===== src/rtl/bitop_pkg.sv =====
package bitop_pkg;
  typedef enum logic [3:0] {
    OP_LOAD = 4'd0, OP_SET = 4'd1, OP_FLIP = 4'd2, OP_CLR = 4'd3,
    OP_MASK = 4'd4, OP_DIFF = 4'd5, OP_INS = 4'd6, OP_SHL = 4'd7,
    OP_SHR = 4'd8, OP_ROL = 4'd9, OP_ROR = 4'd10, OP_ASL = 4'd11,
    OP_ASR = 4'd12
  } op_e;

  typedef enum logic [1:0] { FILL_ZERO, FILL_WRAP, FILL_SIGN } fill_e;
endpackage


===== src/rtl/bitop_logic_unit.sv =====
module bitop_logic_unit #(
  parameter int WIDTH = 16
) (
  input  logic [3:0]       op_code,
  input  logic [WIDTH-1:0] cur,
  input  logic [WIDTH-1:0] pat,
  input  logic [WIDTH-1:0] ins_val,
  output logic [WIDTH-1:0] result
);
  import bitop_pkg::*;
  always_comb begin
    unique case (op_code)
      OP_SET:          result = cur | pat;
      OP_FLIP, OP_DIFF: result = cur ^ pat;
      OP_CLR:          result = cur & ~pat;
      OP_MASK:         result = cur & pat;
      OP_INS:          result = (cur & pat) | ins_val;
      default:         result = cur;
    endcase
  end
endmodule


===== src/rtl/bitop_shift_unit.sv =====
module bitop_shift_unit #(
  parameter int WIDTH = 16
) (
  input  logic [3:0]       op_code,
  input  logic [WIDTH-1:0] cur,
  output logic [WIDTH-1:0] result,
  output logic             ovf_next
);
  import bitop_pkg::*;
  logic             go_left;
  fill_e            fill;
  logic             in_bit;
  logic [WIDTH-1:0] left_v, right_v;

  always_comb begin
    go_left = 1'b0;
    fill    = FILL_ZERO;
    unique case (op_code)
      OP_SHL: begin go_left = 1'b1; fill = FILL_ZERO; end
      OP_SHR: begin go_left = 1'b0; fill = FILL_ZERO; end
      OP_ROL: begin go_left = 1'b1; fill = FILL_WRAP; end
      OP_ROR: begin go_left = 1'b0; fill = FILL_WRAP; end
      OP_ASL: begin go_left = 1'b1; fill = FILL_ZERO; end
      OP_ASR: begin go_left = 1'b0; fill = FILL_SIGN; end
      default: begin go_left = 1'b0; fill = FILL_ZERO; end
    endcase
  end

  always_comb begin
    unique case (fill)
      FILL_WRAP: in_bit = go_left ? cur[WIDTH-1] : cur[0];
      FILL_SIGN: in_bit = cur[WIDTH-1];
      default:   in_bit = 1'b0;
    endcase
  end

  genvar i;
  generate
    for (i = 0; i < WIDTH; i++) begin : g_bit
      if (i == 0) begin : g_lsb
        assign left_v[i] = in_bit;
      end else begin : g_mid_l
        assign left_v[i] = cur[i-1];
      end
      if (i == WIDTH-1) begin : g_msb
        assign right_v[i] = in_bit;
      end else begin : g_mid_r
        assign right_v[i] = cur[i+1];
      end
    end
  endgenerate

  assign result   = go_left ? left_v : right_v;
  assign ovf_next = (op_code == OP_ASL) && (cur[WIDTH-1] ^ cur[WIDTH-2]);
endmodule


===== src/rtl/bitop_shift_reg.sv =====
module bitop_shift_reg #(
  parameter int WIDTH = 16
) (
  input  logic             clk,
  input  logic             rst,
  input  logic             step_en,
  input  logic [3:0]       op_code,
  input  logic [WIDTH-1:0] load_val,
  input  logic [WIDTH-1:0] pat,
  input  logic [WIDTH-1:0] ins_val,
  output logic [WIDTH-1:0] acc,
  output logic             ovf
);
  import bitop_pkg::*;
  localparam logic [3:0] FIRST_SHIFT = OP_SHL;
  localparam logic [3:0] LAST_SHIFT  = OP_ASR;

  logic [WIDTH-1:0] logic_res, shift_res, nxt;
  logic             shift_ovf, is_shift;

  bitop_logic_unit #(.WIDTH(WIDTH)) u_logic (
    .op_code(op_code), .cur(acc), .pat(pat), .ins_val(ins_val), .result(logic_res));
  bitop_shift_unit #(.WIDTH(WIDTH)) u_shift (
    .op_code(op_code), .cur(acc), .result(shift_res), .ovf_next(shift_ovf));

  assign is_shift = (op_code >= FIRST_SHIFT) && (op_code <= LAST_SHIFT);

  always_comb begin
    if (op_code == OP_LOAD) nxt = load_val;
    else if (is_shift)      nxt = shift_res;
    else                    nxt = logic_res;
  end

  always_ff @(posedge clk) begin
    if (rst) begin
      acc <= '0;
      ovf <= 1'b0;
    end else if (step_en) begin
      acc <= nxt;
      ovf <= shift_ovf;
    end
  end
endmodule


===== config.mk =====
export PLATFORM = sky130hd
export DESIGN_NAME = bitop_shift_reg
export DESIGN_NICKNAME = d
export VERILOG_FILES = /design/src/rtl/bitop_pkg.sv /design/src/rtl/bitop_logic_unit.sv /design/src/rtl/bitop_shift_unit.sv /design/src/rtl/bitop_shift_reg.sv
export SDC_FILE = /design/constraint.sdc
export NUM_CORES = 1
export LEC_CHECK = 0
export ABC_CLOCK_PERIOD_IN_PS = 2000
export BUFFER_PORTS_ARGS = -buffer_cell sky130_fd_sc_hd__buf_4
export CORE_ASPECT_RATIO = 1.75
export CORE_MARGIN = 2
export CORE_UTILIZATION = 50
export CTS_BUF_LIST = sky130_fd_sc_hd__clkbuf_4
export DETAILED_ROUTE_END_ITERATION = 16
export PLACE_DENSITY = 0.89
export SLEW_MARGIN = 10
export SYNTH_ARGS = -nofsm -noshare
export SYNTH_HDL_FRONTEND = slang
export SYNTH_SLANG_ARGS = --single-unit

===== constraint.sdc =====
create_clock -name clk -period 2 [get_ports clk]
set_clock_uncertainty 0.1 [all_clocks]
set_input_delay 0.2 -clock clk [delete_from_list [all_inputs] [get_ports clk]]
set_output_delay 0.2 -clock clk [all_outputs]
set_load 0.005 [all_outputs]

==> results.md, run 1 <==
Outcome:
- The run finished with clean final reports.

Synth:
- The synthesized design contains 17 register bits.
- The synthesized design contains 0 enable-type register cells.
- The number of nets in the synthesized netlist is 472.
- The synthesized netlist devotes 22.8% of its cell area to adder and majority cells.
- The simple-gate portion of the synthesized area is 15.9%.
- Sorting the synthesized cells by area gives the leading types as ha_1, dfxtp_1, inv_1.
- The commonest register cell after synthesis is dfxtp_1.
- For this run, the number of Yosys warnings is 0.
- Of the post-synthesis cell area, the part taken by muxes is 0.729%.
- After technology mapping, the gate count stands at 367.
- The synthesized netlist devotes 37.1% of its cell area to compound gates.
- Dividing the synthesized area by the synthesized cell count gives 7.48 µm².
- Summing the areas of all xor and xnor instances in the mapped netlist gives 0.638% of the synthesized area.
- For this run, asynchronously set or reset flops after synthesis account for 0%.
- The count of different cell masters after synthesis is 51.
- The biggest area consumer among synthesized cells is ha_1.
- The post-synth design cell area is 2750 µm².
- The share of the synthesized area in the top cell type is 22.8%.
- Of the synthesized area, sequential elements account for 12.4%.
- The largest family of logic cells by synthesized area is compound AO/OA/AOI/OAI gates.

Finish:
- The area overhead of the layout relative to synthesis is 28.5%.
- After the last flow step, the layout net total stands at 551.
- Cells with a size suffix above 1 make up 27.0% of the layout.
- In the layout the commonest cells are buf_4, ha_1, inv_1.
- The post-route non-filler standard cell count is 519.
- The finished cells cover 3530 µm².
- The repair_antennas step left the layout with diodes totalling 0.
- The library cell used most frequently in the layout, excluding fill and tap cells, is buf_4.
- Cells fill 66.6% of the core in the end.

Min path:
- The path class of the tightest hold or removal check is primary input to flip-flop.

Drt:
- The violation count after the first detailed-route iteration is 153.
- In this run the remaining antenna-violating nets after routing total 0.
- After detailed routing, the number of remaining DRC violations is 0.
- The wire length per cell is 16.2 µm.
- Using the TritonRoute via totals, the vias-per-cell ratio works out to 6.15.
- After detailed routing, the total wire length is 8430 µm.
- The number of search-and-repair iterations in the first detailed-routing pass is 4.
- The total via count in the routed design is 3191.

Setup path:
- The master of the slowest instance on the critical path is dfxtp_1.
- Counting both buffers and inverters, the worst setup path holds a total of 1.
- Broken down by cell family, the worst path's largest delay share belongs to compound AO/OA/AOI/OAI gates.
- The critical path is of the flip-flop to flip-flop type.
- The critical path goes through inv_1 -> ha_1 -> nor2_1 -> o21ai_0 -> a32o_1 -> a221oi_1 -> a2111oi_2.
- Data on the critical path is required at its endpoint by 2.09 ns.
- The kind of start point of the critical path is a flip-flop.
- The biggest cell delay along the critical path is 0.45 ns.
- The critical-path maximum fanout is 6.
- The kind of capture point of the worst setup path is a flip-flop.
- For the worst setup path, the data arrival time is 1.97 ns.

CTS:
- The CTS H-tree depth is 1.
- The clock tree buffer depth is 2.
- For this design, the CTS-stage hold fixing added 0 buffers.
- TritonCTS built the clock tree.
- Buffers inserted during clock tree synthesis total 3.
- The clock net in this run drives a total of 17 sinks.
- The root buffer cell chosen for the clock tree is clkbuf_4.
- The later pin in the worst-skew pair is clocked with a latency of 0.30 ns.
- After clock tree synthesis, the clock-pin slew on the worst setup and hold paths is 0.12 ns.
- Buffers added to address setup during post-CTS repair amount to 0.

Power:
- The static leakage power is 1.63 nW.
- The fraction of power spent switching nets is 39.2%.
- Sequential cells account for 30.5% of the total power.
- The relative contribution of combinational cells to total power is 52.4%.
- VDD sags by at most 0.000221 V.
- The cell-internal power is 787 µW.
- The power density normalized to cell area is 367 nW/µm².
- The clock power share is 17.1%.
- The analysis attributes to net switching a power of 507 µW.

STA:
- Setup repair after global routing left no endpoint under its margin.
- Subtracting the final worst setup slack from the clock period gives 1.88 ns.
- For the pin with the worst max-slew slack, the measured transition is 0.465 ns.
- The final number of hold-violating endpoints is 0.
- The relative max-transition margin is 68.2%.
- The count of pins over their slew limit came to 0.
- The summed negative setup slack over all endpoints is 0 ns.
- The upper clock frequency limit is 532 MHz.
- In the finished design, the share of the clock period the worst path needs comes to 94.0%.
- Setup violations remaining at the end of the flow were counted as 0.

Flow run:
- The number of max-cap violations is 0.

Floorplan:
- In this run the count of I/O pins placed on the die edge is 72.
- The floorplan has 35 rows.
- The floorplan step set the die height to 102 µm.
- After floorplanning, the core was sized to cover 5300 µm².
- The starting utilization of the core area is 51.8%.
- From left edge to right edge, the die measures 60.0 µm.
- The floorplan step defined a die boundary enclosing 6120 µm².

Global routing:
- The remaining global-route overflow is 0.
- Entering global routing, the biggest net connects 29 pins.
- The number of global-route vias before repair is 3086.
- The first global-routing pass estimated 13600 µm of wire.
- Global routing used 27.8% of the available tracks across all layers.
- The initial antenna violation count is 0.

Place:
- The final weighted congestion in routability-driven placement is 0.903.
- The placed instances occupy a cell area of 3500 µm².
- The count of placed standard cells including taps is 515.
- Input and output buffers added on the ports amount to 71.
- Detailed placement ended at an HPWL of 6390 µm.
==> layer usage <==
metal / track usage (%) / vias up / wire [µm]
li1: - / 1508 / -
met1: 31.5 / 1513 / 3210
met2: 49.8 / 139 / 4490
met3: 2.28 / 31 / 470
met4: 14.4 / 0 / 258
met5: 0 / - / 0
==> worst paths after layout <==
| kind | startpoint | to | slack [ns] | depth (start not counted) |
|---|---|---|---|---|
| max | acc[6] | acc[6] | 0.12 | 7 |
| min | rst | acc[5] | 0.05 | 2 |
| max reg2reg | acc[6] | acc[6] | 0.12 | 7 |
| min reg2reg | acc[2] | acc[2] | 0.44 | 2 |
==> Yosys cell counts, types with 2 or more instances <==
| master | n |
|---|---|
| a2111oi_0 | 8 |
| a2111oi_1 | 3 |
| a2111oi_2 | 2 |
| a21o_1 | 2 |
| a21oi_1 | 20 |
| a221oi_1 | 15 |
| a22o_1 | 13 |
| a31oi_1 | 4 |
| a32o_1 | 5 |
| and2_1 | 2 |
| and3_1 | 2 |
| buf_2 | 16 |
| buf_4 | 2 |
| clkbuf_1 | 10 |
| dfxtp_1 | 17 |
| ha_1 | 50 |
| inv_1 | 37 |
| mux2i_1 | 2 |
| nand2_1 | 35 |
| nand2b_1 | 3 |
| nand3_1 | 2 |
| nand3b_1 | 2 |
| nor2_1 | 21 |
| nor2b_1 | 7 |
| nor3_1 | 6 |
| o211ai_1 | 3 |
| o21a_1 | 8 |
| o21ai_0 | 26 |
| o21ai_1 | 8 |
| o221ai_1 | 12 |
| o221ai_2 | 2 |
| or2_2 | 2 |
| xor2_1 | 2 |
==> layout make-up <==
class	instances	area, µm²
inverter	38	143
clock buffer	4	30.0
tap	74	92.6
fill	471	1770
timing repair buffer	103	798
sequential	17	343
multi-input combinational	283	2120
==> sequential cells by signal, indices dropped and copies added, names as in the netlist <==
signal,cells
ovf,1
acc,16
==> cell families after synthesis <==
family                   after synthesis
multiplexers                           2
adder cells (fa/ha/maj)               50
AND/OR/NAND/NOR                       90
AO/OA/AOI/OAI                        139
buffers and inverters                 67
XOR/XNOR                               2
flip-flops                            17
==> timing repair <==
action | CTS | global route
gates resized for setup | 0 | 2
endpoints found under the hold margin | 0 | 0
setup endpoints to repair | 0 | 2
==> power groups by stage <==
stage | sequential (mW) | combinational (mW) | clock, mW
after floorplan | 0.410 | 0.378 | 0
after global placement | 0.401 | 0.644 | 0
after detailed placement | 0.401 | 0.668 | 0
after CTS | 0.394 | 0.671 | 0.221
after global routing | 0.398 | 0.745 | 0.230
final | 0.395 | 0.678 | 0.221
==> per-stage QoR <==
step | worst slack (ns) | hold slack, ns | power [mW]
4_1_cts | 0.111 | 0.0505 | 1.28
3_3_place_gp | 0.109 | 0.370 | 1.04
3_5_place_dp | 0.0497 | 0.372 | 1.07
6_report | 0.120 | 0.0453 | 1.29
5_1_grt | 0.0262 | 0.0482 | 1.37
2_1_floorplan | -0.00507 | 0.252 | 0.787
No activity file was read; power rests on OpenSTA's default activity.
==> inputs of run 2 (changes only) <==
- CORE_ASPECT_RATIO: 1.75 -> not set
- SLEW_MARGIN: 10 -> not set
==> results.md, run 2 (synthesized netlist as in run 1, its figures left out) <==
CTS:
- The CTS H-tree depth is 1.
- The number of setup buffers added after CTS is 0.
- The root buffer cell is clkbuf_4.
- The clock sink count is 17.
- The clock-pin slew reported for the worst setup and hold paths after clock tree synthesis is 0.13 ns.
- Buffers inserted during clock tree synthesis total 3.
- The insertion delay to the later sink of the worst-skew pair is 0.31 ns.
- The number of hold buffers added after CTS is 0.
- The total of cells resized after clock tree synthesis is 0.
- The TritonCTS clock tree is done.
- The clock tree buffer depth is 2.

STA:
- At the pin with the least slew margin, the transition time is 0.440 ns.
- Timing would allow up to 526 MHz.
- The final number of hold-violating endpoints is 0.
- The count of pins over their slew limit is 0.
- The final critical path takes up 95.1% of the cycle.
- The setup violation total in the final timing report is 0.
- The shortest period the worst path allows is 1.90 ns.
- After routing, the total negative slack on setup checks comes to 0 ns.
- The relative max-transition margin is 69.9%.
- Setup repair after global routing left no endpoint under its margin.

Finish:
- Of the cells placed in the final design, the portion with a size suffix greater than 1 is 27.6%.
- The largest registers in the layout are acc (16), ovf (1).
- The net count of the finished layout is 555.
- The post-route non-filler standard cell count is 519.
- From synthesis to final layout, the design area changed by 28.4%.
- The top register by number of flip-flops is acc.
- The register with the most flip-flops in the layout has 16 of them.
- The most common library cell in the layout ignoring fill and taps is buf_4.
- The number of antenna repair diodes is 0.
- The library cells used most frequently in the layout, excluding fill and tap cells, are buf_4, ha_1, inv_1.

Setup path:
- Data on the critical path is required at its endpoint by 2.09 ns.
- The critical path startpoint is acc[5].
- Along the worst path, the maximum fanout reaches 6.
- The reg-to-reg startpoint is acc[5].
- The kind of critical path is flip-flop to flip-flop.
- The endpoint arrival time on the critical path is 1.99 ns.
- The worst setup path is launched from a flip-flop.
- The worst setup path is captured at a flip-flop.

Global routing:
- The global-route wire length before repair is 13700 µm.
- The initial antenna violation count was 0.
- Entering global routing, the biggest net connects 25 pins.
- The number of global-route vias before repair is 3115.
- Global routing finished with a remaining overflow of 0.
- The total routing usage reported by global routing is 26.8%.

Floorplan:
- The core region is 5200 µm².
- The number of rows created at floorplan is 26.
- The starting utilization of the core area is 52.8%.
- The die is 78.1 µm tall.
- The floorplan step defined a die boundary enclosing 6100 µm².
- Pin placement for this block handled 72 I/O pins.
- The die is 78.1 µm wide.

Place:
- The HPWL after detailed placement is 6340 µm.
- The final weighted congestion in routability-driven placement is 0.909.
- The quantity of I/O buffers inserted on ports is 71.
- The count of placed standard cells including taps is 515.

Drt:
- The count of nets left with antenna violations once routing finished came out at 0.
- The number of search-and-repair iterations in the first detailed-routing pass is 5.
- The length of routed met2 wiring is 4200 µm.
- The remaining routing DRC violations is 0.
- The post-route met1 wirelength is 3470 µm.
- The length of routed met3 wiring is 707 µm.
- Summed over all layers, the routed wires come to 8510 µm.
- The total via count in the routed design is 3199.
- The wire length per cell is 16.4 µm.
- The highest metal layer carrying signal wires in the routed design is met4.
- The per-cell via count in the routed design is 6.16.
- The violation count after the first detailed-route iteration is 249.

Power:
- For this design the ratio of total power to cell area is 366 nW/µm².
- The static leakage power is 1.65 nW.
- Power comes to 1.29 mW.
- The maximum ir drop on the vdd rail is 0.000438 V.

Outcome:
- The run finished with clean final reports.

Min path:
- The critical hold path startpoint is rst.
- The type of the worst min-delay path is primary input to flip-flop.

Flow run:
- The tool flagged a number of max-cap violations equal to 0.
-- run 2: changes by cell type in the layout (fill, tap and decap cells not counted), sizes merged --
cell	before	now
clkinv	0	1
clkbuf	4	3
buf	103	107
-- run 2: final timing paths --
check | end | slack [ns] | cells past startpoint
setup / recovery | acc[5] | 0.1 | 7
setup reg to reg | acc[5] | 0.1 | 7
hold / removal | acc[15] | 0.05 | 2
hold reg to reg | ovf | 0.42 | 2
-- run 2: power breakdown --
part,internal [mW],total [mW],switching [mW]
sequential,0.366,0.390,0.0240
combinational,0.333,0.688,0.355
clock,0.0748,0.212,0.137
-- run 2: critical path, cell delays in order, from the launching register on --
cell and delay [ns]:
dfxtp_1 0.45, inv_1 0.13, ha_1 0.32, nor2_1 0.09
o21ai_0 0.08, a32o_1 0.25, a221oi_1 0.28, a2111oi_2 0.09
-- run 2: stage by stage --
step	hold WS (ns)	utilization (%)	setup slack, ns	area [µm²]
after floorplan	0.252	-	-0.00507	2770
after global placement	0.364	67.2	0.132	3500
after detailed placement	0.372	67.2	0.0912	3500
after CTS	0.0448	67.7	0.103	3520
after global routing	0.0461	67.8	0.0260	3530
final	0.0502	67.8	0.0973	3530
-- run 2: routing by layer --
layer	global-route usage, %	vias to the layer above
met5	0	-
met4	7.02	0
met3	5.06	22
met2	49.6	196
met1	31.5	1469
li1	-	1512
-- run 2: cell type report --
| type | count | area [µm²] |
|---|---|---|
| Clock buffer | 3 | 22.5 |
| Clock inverter | 1 | 5.00 |
| Fill cell | 447 | 1680 |
| Inverter | 38 | 143 |
| Multi-Input combinational cell | 283 | 2120 |
| Sequential cell | 17 | 343 |
| Tap cell | 70 | 87.6 |
| Timing Repair Buffer | 107 | 803 |
